`config.mk`:
```
export PLATFORM = sky130hd
export DESIGN_NAME = stack_sequencer
export DESIGN_NICKNAME = d
export VERILOG_FILES = /design/src/rtl/stkseq_pkg.sv /design/src/rtl/stkseq_sp.sv /design/src/rtl/stkseq_flags.sv /design/src/rtl/stack_sequencer.sv
export SDC_FILE = /design/constraint.sdc
export NUM_CORES = 1
export LEC_CHECK = 0
export BUFFER_PORTS_ARGS = -buffer_cell sky130_fd_sc_hd__buf_2
export CORE_ASPECT_RATIO = 0.8
export CORE_MARGIN = 5
export CORE_UTILIZATION = 57
export CTS_BUF_LIST = sky130_fd_sc_hd__clkbuf_8
export DETAILED_ROUTE_END_ITERATION = 8
export GPL_ROUTABILITY_DRIVEN = 0
export GPL_TIMING_DRIVEN = 0
export PLACE_DENSITY = 0.83
export SLEW_MARGIN = 25
export SYNTH_ARGS = -nofsm -noshare
export SYNTH_HDL_FRONTEND = slang
export SYNTH_SLANG_ARGS = --single-unit
```
`constraint.sdc`:
```
create_clock -name clk -period 2.3 [get_ports clk]
set_input_delay 0.115 -clock clk [delete_from_list [all_inputs] [get_ports clk]]
set_output_delay 0.115 -clock clk [all_outputs]
set_load 0.02 [all_outputs]
```
`src/rtl/stkseq_pkg.sv`:
```
package stkseq_pkg;

    typedef enum logic [2:0] {
        CMD_CALL  = 3'd0,
        CMD_RET   = 3'd1,
        CMD_BRK   = 3'd2,
        CMD_RETI  = 3'd3,
        CMD_PUSHA = 3'd4,
        CMD_PUSHF = 3'd5,
        CMD_PULLA = 3'd6,
        CMD_PULLF = 3'd7
    } cmd_e;

    typedef enum logic [3:0] {
        S_RESET, S_IDLE, S_VEC_LO, S_VEC_HI,
        S_PUSH_HI, S_PUSH_LO, S_PUSH_P, S_PUSH_1,
        S_PULL_P, S_PULL_LO, S_PULL_HI, S_PULL_1,
        S_FINISH
    } state_e;

    typedef struct packed {
        logic n;
        logic v;
        logic d;
        logic i;
        logic z;
        logic c;
    } flags_t;

    // Status byte: {N, V, 1, B, D, I, Z, C}
    function automatic logic [7:0] pack_status(input flags_t f, input logic brk);
        return {f.n, f.v, 1'b1, brk, f.d, f.i, f.z, f.c};
    endfunction

    function automatic flags_t unpack_status(input logic [7:0] b);
        flags_t f;
        f.n = b[7];
        f.v = b[6];
        f.d = b[3];
        f.i = b[2];
        f.z = b[1];
        f.c = b[0];
        return f;
    endfunction

endpackage

```
`src/rtl/stkseq_sp.sv`:
```
module stkseq_sp #(
    parameter logic [7:0] STACK_PAGE = 8'h01,
    parameter logic [7:0] SP_RESET   = 8'hFF
) (
    input  logic        clk,
    input  logic        rst_n,
    input  logic        push_step,
    input  logic        pull_step,
    output logic [7:0]  sp_o,
    output logic [15:0] push_addr,
    output logic [15:0] pull_addr
);
    logic [7:0] sp_q;
    logic [7:0] sp_inc;

    assign sp_inc    = sp_q + 8'd1;
    assign push_addr = {STACK_PAGE, sp_q};
    assign pull_addr = {STACK_PAGE, sp_inc};
    assign sp_o      = sp_q;

    always_ff @(posedge clk or negedge rst_n) begin
        if (!rst_n)
            sp_q <= SP_RESET;
        else if (push_step)
            sp_q <= sp_q - 8'd1;
        else if (pull_step)
            sp_q <= sp_inc;
    end


    sp_push_dec_chk: assert property (@(posedge clk) disable iff (!rst_n)
        push_step |=> sp_q == $past(sp_q) - 8'd1);


    sp_pull_inc_chk: assert property (@(posedge clk) disable iff (!rst_n)
        pull_step |=> sp_q == $past(sp_q) + 8'd1);

endmodule

```
`src/rtl/stkseq_flags.sv`:
```
module stkseq_flags
    import stkseq_pkg::*;
(
    input  logic       clk,
    input  logic       rst_n,
    input  logic       ld_all,
    input  logic [7:0] all_byte,
    input  logic       ld_zn,
    input  logic [7:0] zn_byte,
    input  logic       set_i,
    output flags_t     flags_o
);
    flags_t fl_q;

    assign flags_o = fl_q;

    always_ff @(posedge clk or negedge rst_n) begin
        if (!rst_n) begin
            fl_q   <= '0;
            fl_q.i <= 1'b1;
        end else if (ld_all) begin
            fl_q <= unpack_status(all_byte);
        end else begin
            if (ld_zn) begin
                fl_q.z <= (zn_byte == 8'h00);
                fl_q.n <= zn_byte[7];
            end
            if (set_i)
                fl_q.i <= 1'b1;
        end
    end


    fl_set_i_chk: assert property (@(posedge clk) disable iff (!rst_n)
        set_i |=> fl_q.i);


    fl_zn_keep_chk: assert property (@(posedge clk) disable iff (!rst_n)
        (ld_zn && !ld_all) |=> (fl_q.c == $past(fl_q.c)) && (fl_q.v == $past(fl_q.v))
                               && (fl_q.d == $past(fl_q.d)));

endmodule

```
`src/rtl/stack_sequencer.sv`:
```
module stack_sequencer
    import stkseq_pkg::*;
#(
    parameter logic [15:0] VEC_RESET  = 16'hFFFC,
    parameter logic [15:0] VEC_BREAK  = 16'hFFFE,
    parameter logic [7:0]  STACK_PAGE = 8'h01,
    parameter logic [7:0]  SP_RESET   = 8'hFF
) (
    input  logic        clk,
    input  logic        rst_n,
    input  logic        cmd_valid,
    input  logic [2:0]  cmd_op,
    input  logic [15:0] call_target,
    input  logic [7:0]  acc_i,
    output logic [15:0] mem_addr,
    output logic        mem_we,
    output logic        mem_re,
    output logic [7:0]  mem_wdata,
    input  logic [7:0]  mem_rdata,
    output logic [7:0]  acc_o,
    output logic        acc_load,
    output logic [15:0] pc_o,
    output logic [7:0]  sp_o,
    output logic [5:0]  flags_o,
    output logic        busy,
    output logic        done
);
    state_e      st_q, st_nx;
    cmd_e        op_q;
    logic [15:0] pc_q, ret_q, tgt_q;
    logic [7:0]  lo_q;
    logic        boot_q;

    logic        push_step, pull_step;
    logic [15:0] push_addr, pull_addr, vec_addr;
    logic        ld_all, ld_zn, set_i;
    flags_t      fl;
    logic        finish_cmd;

    stkseq_sp #(.STACK_PAGE(STACK_PAGE), .SP_RESET(SP_RESET)) u_sp (
        .clk       (clk),
        .rst_n     (rst_n),
        .push_step (push_step),
        .pull_step (pull_step),
        .sp_o      (sp_o),
        .push_addr (push_addr),
        .pull_addr (pull_addr)
    );

    stkseq_flags u_flags (
        .clk      (clk),
        .rst_n    (rst_n),
        .ld_all   (ld_all),
        .all_byte (mem_rdata),
        .ld_zn    (ld_zn),
        .zn_byte  (mem_rdata),
        .set_i    (set_i),
        .flags_o  (fl)
    );

    assign vec_addr   = boot_q ? VEC_RESET : VEC_BREAK;
    assign finish_cmd = (st_q == S_FINISH) && !boot_q;
    assign pc_o       = pc_q;
    assign flags_o    = fl;
    assign acc_o      = mem_rdata;

    // State register
    always_ff @(posedge clk or negedge rst_n) begin
        if (!rst_n)
            st_q <= S_RESET;
        else
            st_q <= st_nx;
    end

    // Next-state logic
    always_comb begin
        st_nx = st_q;
        unique case (st_q)
            S_RESET:   st_nx = S_VEC_LO;
            S_IDLE: begin
                if (cmd_valid) begin
                    unique case (cmd_e'(cmd_op))
                        CMD_CALL, CMD_BRK:     st_nx = S_PUSH_HI;
                        CMD_RET:               st_nx = S_PULL_LO;
                        CMD_RETI:              st_nx = S_PULL_P;
                        CMD_PUSHA, CMD_PUSHF:  st_nx = S_PUSH_1;
                        CMD_PULLA, CMD_PULLF:  st_nx = S_PULL_1;
                        default:               st_nx = S_IDLE;
                    endcase
                end
            end
            S_PUSH_HI: st_nx = S_PUSH_LO;
            S_PUSH_LO: st_nx = (op_q == CMD_BRK) ? S_PUSH_P : S_FINISH;
            S_PUSH_P:  st_nx = S_VEC_LO;
            S_VEC_LO:  st_nx = S_VEC_HI;
            S_VEC_HI:  st_nx = S_FINISH;
            S_PULL_P:  st_nx = S_PULL_LO;
            S_PULL_LO: st_nx = S_PULL_HI;
            S_PULL_HI: st_nx = S_FINISH;
            S_PUSH_1:  st_nx = S_FINISH;
            S_PULL_1:  st_nx = S_FINISH;
            S_FINISH:  st_nx = S_IDLE;
            default:   st_nx = S_IDLE;
        endcase
    end

    // Output logic
    always_comb begin
        mem_addr  = '0;
        mem_we    = 1'b0;
        mem_re    = 1'b0;
        mem_wdata = '0;
        push_step = 1'b0;
        pull_step = 1'b0;
        busy      = (st_q != S_IDLE);
        done      = (st_q == S_FINISH);
        unique case (st_q)
            S_PUSH_HI: begin
                mem_we = 1'b1; mem_addr = push_addr; mem_wdata = ret_q[15:8]; push_step = 1'b1;
            end
            S_PUSH_LO: begin
                mem_we = 1'b1; mem_addr = push_addr; mem_wdata = ret_q[7:0]; push_step = 1'b1;
            end
            S_PUSH_P: begin
                mem_we = 1'b1; mem_addr = push_addr; mem_wdata = pack_status(fl, 1'b1);
                push_step = 1'b1;
            end
            S_PUSH_1: begin
                mem_we    = 1'b1;
                mem_addr  = push_addr;
                mem_wdata = (op_q == CMD_PUSHA) ? ret_q[7:0] : pack_status(fl, 1'b1);
                push_step = 1'b1;
            end
            S_VEC_LO: begin
                mem_re = 1'b1; mem_addr = vec_addr;
            end
            S_VEC_HI: begin
                mem_re = 1'b1; mem_addr = vec_addr + 16'd1;
            end
            S_PULL_P, S_PULL_LO, S_PULL_HI, S_PULL_1: begin
                mem_re = 1'b1; mem_addr = pull_addr; pull_step = 1'b1;
            end
            default: ;
        endcase
    end

    // Flag and accumulator strobes
    always_comb begin
        ld_all   = ((st_q == S_PULL_LO) && (op_q == CMD_RETI)) ||
                   (finish_cmd && (op_q == CMD_PULLF));
        ld_zn    = finish_cmd && (op_q == CMD_PULLA);
        set_i    = finish_cmd && (op_q == CMD_BRK);
        acc_load = ld_zn;
    end

    // Command latch and program counter
    always_ff @(posedge clk or negedge rst_n) begin
        if (!rst_n) begin
            op_q   <= CMD_CALL;
            pc_q   <= '0;
            ret_q  <= '0;
            tgt_q  <= '0;
            lo_q   <= '0;
            boot_q <= 1'b1;
        end else begin
            if (st_q == S_IDLE && cmd_valid) begin
                op_q  <= cmd_e'(cmd_op);
                tgt_q <= call_target;
                unique case (cmd_e'(cmd_op))
                    CMD_CALL: ret_q <= pc_q - 16'd1;
                    CMD_BRK:  ret_q <= pc_q;
                    default:  ret_q <= {8'h00, acc_i};
                endcase
            end
            if (st_q == S_VEC_HI || st_q == S_PULL_HI)
                lo_q <= mem_rdata;
            if (st_q == S_FINISH) begin
                boot_q <= 1'b0;
                if (boot_q)
                    pc_q <= {mem_rdata, lo_q};
                else begin
                    unique case (op_q)
                        CMD_CALL:          pc_q <= tgt_q;
                        CMD_RET:           pc_q <= {mem_rdata, lo_q} + 16'd1;
                        CMD_BRK, CMD_RETI: pc_q <= {mem_rdata, lo_q};
                        default:           pc_q <= pc_q;
                    endcase
                end
            end
        end
    end


    done_pulse_chk: assert property (@(posedge clk) disable iff (!rst_n)
        done |=> !done);


    rw_excl_chk: assert property (@(posedge clk) disable iff (!rst_n)
        !(mem_we && mem_re));


    pc_hold_chk: assert property (@(posedge clk) disable iff (!rst_n)
        (st_q != S_FINISH) |=> $stable(pc_q));


    status_marks_chk: assert property (@(posedge clk) disable iff (!rst_n)
        (st_q == S_PUSH_P) |-> (mem_we && mem_wdata[5] && mem_wdata[4]));


    busy_in_finish_chk: assert property (@(posedge clk) disable iff (!rst_n)
        done |-> busy);

endmodule

```
# Word-level counts from Yosys, hierarchy flattened
# Memories as Yosys holds them, arrays and structs flattened.
# Index checks and enable logic that the tools add are counted.
# totals
in_bits	38
elab_cells	85
regBits	78
mem_bits_ro	32
n_memories	1
output_inout_bits	67
# memory_table
memory	words	width	rd	rd_clocked_by_memory_dff	wr	line	rtl
(name not given)	8	4	1	0	0	stack_sequencer.sv:82	unique case (cmd_e'(cmd_op))
# classes
mux	20
reduce_logical	24
n_addsub	5
eq_ne	21
# ops
cell	n
$pmux 16 s4	1
$pmux 16 s3	1
$pmux 16 s2	1
$pmux 4 s8	1
$pmux 8 s4	1
$mux 8	3
$eq 4x4->1 const B	5
$add 16x1->16 const B	1
$eq 4x3->1 const B	4
$mux 16	1
$sub 16x1->16 const B	1
$reduce_or 4->1	3
$eq 3x2->1 const B	3
$eq 3x3->1 const B	3
$add 8x1->8 const B	1
$eq 4x2->1 const B	2
$logic_not 8->1	1
$mux 4	2
$sub 8x1->8 const B	1
$mux 1	7
$logic_and 1x1->1	6
$logic_not 3->1	2
$reduce_bool 2->1	3
$reduce_or 6->1	1
12 further kinds	15

# Longest topological paths before layout
# depth
depth_word	5
depth_mapped	7

# Hierarchy
# A second synthesis with hierarchy kept.
# unflattened
cells_unflattened	582
area_unflattened_um2	5097.4
# modules_own_cells
mod	area_per_inst_um2	cells_each	seq_area_each_um2	n_inst
stack_sequencer	4083.9	477	1602.8	1
stkseq_sp	747.0	84	210.2	1
stkseq_flags	266.5	21	151.4	1

# Worst setup path after synthesis
# Ideal clock, no wire load.
# synth_path
path_kind	register to output
startpoint	reg st_q[3]
endpoint	out mem_wdata[1]
required_ns	2.185
stages_incl_launch_ff	7
setup_slack_ns	0.235
arrival_ns	1.950
n_path_buf	3
cell_sequence	dfrtp_1 -> inv_1 -> ha_1 -> clkbuf_1 -> clkbuf_1 -> clkbuf_1 -> nor2b_1
# synth_via
elab_chain_cells	2
# synth_lines
item	line	rtl
start: declaration	stack_sequencer.sv:28	state_e st_q, st_nx;
start signal: assignment	stack_sequencer.sv:72	st_q <= st_nx;
$eq 4x3->1	stack_sequencer.sv:117	unique case (st_q)
$pmux 8 s4 (*)	stack_sequencer.sv:117	
end: declaration	stack_sequencer.sv:18	output logic [7:0] mem_wdata,
# Mark *: on every way between the ends. The rest lies on a longest branch, timed or not.

# Worst setup path in the final report
# layout_path
startpoint	reg op_q[2]
endpoint	out mem_wdata[7]
# layout_via
elab_chain_cells	3
# layout_lines
item	line	rtl
start: declaration	stack_sequencer.sv:29	cmd_e op_q;
start signal: assignment	stack_sequencer.sv:167	op_q <= cmd_e'(cmd_op);
$eq 3x3->1	stack_sequencer.sv:131	mem_wdata = (op_q == CMD_PUSHA) ? ret_q[7:0] : pack_status(fl, 1'b1);
$mux 8	stack_sequencer.sv:131	
$pmux 8 s4	stack_sequencer.sv:117	
# Every way passes these cells.

==> impl_metrics.yaml <==
outcome:
  status: "completed"
setup_path:
  crit_type: "reg2out"
  critPathSlowestCell: "dfrtp_2"
  arrival_ns: 2.10
  cp_slowest_stage_delay_ns: 0.43
  cp_num_buf_inv: 2
  crit_family: "simple AND/OR/NAND/NOR gates"
  worstPathMaxFanout: 10
  cp-end-kind: "output port"
  required_ns: 2.18
  worst_setup_path_start_kind: "register"
  critical_path.cell_chain: "clkbuf_4 -> or3b_1 -> a21oi_4 -> a222oi_1 -> nor2b_1 -> buf_2"
floorplanning:
  die_area_mm2: 0.0108
  initial_core_util: 0.589
  dieWidth_um: 115
  die_h_um: 94.1
  pin_count: 105
  rows: 30
  coreArea_mm2: 0.00856
yosys:
  synthTopCellsByCount: "nand2_1, dfrtp_1, nor2_1"
  synthCells: 587
  seq_area_frac_synth: 0.390
  synth_top_area_frac: 0.338
  ys_seq_elements: 78
  synth_edf_count: 0
  synthTopCellsByArea: "dfrtp_1, nand2_1, dfstp_2"
  synth_area_mm2: 0.00504
  synth_area_leader_cell: "dfrtp_1"
  synthFlopType: "dfrtp_1"
  synth_most_common_cell: "nand2_1"
  synthArstFlopShare: 1.00
  synth_cell_types: 68
  syn_nets: 635
  yosys_warnings: 0
  syn_area_per_cell_um2: 8.58
timing:
  relSlewSlack: 0.483
  setup_tns_ns: 0
  final_max_slew_viol_count: 0
  fmax_mhz: 452
  worst_slew_pin_slew_ns: 0.772
  worst_clock_skew_ns: 0.0115
  hold_viol_final: 0
  period_needed_ns: 2.21
  setup_violations: 0
  min_period_over_period: 0.963
layout:
  layout-drive-gt1-share: 0.270
  final_area_mm2: 0.00623
  final_nets: 764
  final_cells: 833
  fillers: 637
  diodes: 0
  multi_input_area_mm2: 0.00281
  fin_util: 0.728
  register_area_mm2: 0.00197
  synthToLayoutAreaGrowth_pct: 23.7
run:
  drv_cap: 0
placement:
  dp_hpwl_um: 11500
  placedInstanceArea_mm2: 0.00571
  post-place-cells: 800
  port-buffer-count: 100
power:
  power_per_cell_area_mw_per_mm2: 1400
  irDropWorstVdd_uv: 679
  leakage_nw: 2.84
clock_network:
  cts-root-buf: "clkbuf_8"
  cts_num_sinks: 78
  cts_buffer_depth: 2
  cts_buffers: 9
  insertion_delay_ns: 0.36
  clkTransAtPathRegs_ns: 0.09
  cts_tree: "done"
  h-tree-depth: 3
route:
  post-route-drc-count: 0
  routed_wl_um: 15800
  first_pass_iters: 5
  drtAntennaViolNets: 0
  drtIter0Drc: 613
  routed_via_density: 6.34
  vias: 5279
  wl_per_cell_um: 19.0
grt:
  grtUsageTotal: 0.291
  antenna_found_initial: 0
  grt_pass1_wl_um: 24700
  grt_overflow: 0
  first_global_vias: 4995
  grt_max_degree: 57
hold_path:
  hp-class: "in2reg"
## final cells by class
cell class              instances  share of cell area
multi-input cells             439               0.452
flip-flops and latches         78               0.316
repair buffers                122               0.119
plain buffers                  49              0.0426
well taps                     112              0.0225
clock buffers                   9              0.0199
clock inverters                 7              0.0183
inverters                      17              0.0102
## final timing paths
path                            depth (start not counted)     start  slack, ns            to
worst max-delay path                                    6   op_q[2]       0.09  mem_wdata[7]
worst min-delay path                                    3  acc_i[5]       0.01      ret_q[5]
worst max register to register                          6   st_q[2]       0.14     ret_q[15]
worst min register to register                          2  tgt_q[0]       0.49      tgt_q[0]
max in group asynchronous                               3     rst_n       1.46  u_sp.sp_o[1]
min in group asynchronous                               2     rst_n       0.20     ret_q[11]
## routing by layer
metal  GRT usage  share of wire  wire length [um]  up-vias
li1            -              -                 -     2362
met4       0.101          0.021               329        0
met3      0.0637           0.13              2020       46
met5           0              0                 0        -
met1       0.400           0.39              6230     2498
met2       0.453           0.46              7230      373
## cell families after synthesis
group	count (synthesis)	synth area share
multiplexers	24	0.0529
XOR/XNOR	19	0.0330
buffers and inverters	70	0.0651
flip-flops	78	0.390
AO/OA/AOI/OAI	124	0.170
adder cells (fa/ha/maj)	10	0.0248
AND/OR/NAND/NOR	262	0.264
## timing repair
action | in CTS | in global routing
endpoints found under the setup margin | 24 | 35
resized for setup | 10 | 22
pin swaps | 0 | 2
hold buffers | 17 | 0
endpoints found under the hold margin | 38 | 0
buffers inserted | 0 | 4
## per-stage QoR
stage | total power [W] | worst slack [ns] | hold slack, ns
6_report | 0.00870 | 0.0861 | 0.0113
5_1_grt | 0.00923 | -0.0266 | 0.0304
4_1_cts | 0.00844 | 0.00847 | 0.00556
3_5_place_dp | 0.00717 | -0.0623 | 0.0418
3_3_place_gp | 0.00697 | -0.0607 | 0.305
2_1_floorplan | 0.00573 | 0.235 | -0.181
## cells in the final DEF (no fill, tap or decap), types with 12 or more instances in the layout
master / n
a21oi_1: 13
nand2_1: 119
nor3_1: 12
inv_1: 16
dfrtp_1: 67
xor2_1: 13
or3_1: 12
o21ai_0: 22
o21ai_1: 15
dlygate4sd3_1: 17
buf_2: 109
buf_4: 18
nor2_1: 30
clkbuf_1: 15
nand3_1: 15
## sequential cells by signal (all words and copies together) (netlist names)
signal / flops
boot_q: 1
lo_q: 8
op_q: 3
pc_o: 16
ret_q: 16
st_q: 4
tgt_q: 16
u_flags.flags_o: 6
u_sp.sp_o: 8
## worst register-to-register path, stage by stage, from the launching register on
cell and delay, ns:
dfrtp_1 0.42, inv_1 0.17, ha_2 0.29, nand4b_1 0.38
or3_1 0.46, or3_1 0.31, nand3_1 0.08
## where the power goes
part	leakage [nW]	internal, W	switching [W]
combinational	1.77	0.00179	0.00279
clock	0.117	0.000715	0.000521
sequential	0.956	0.00205	0.000833
total	2.84	0.00455	0.00414
Power figures use the tool's default switching activity.
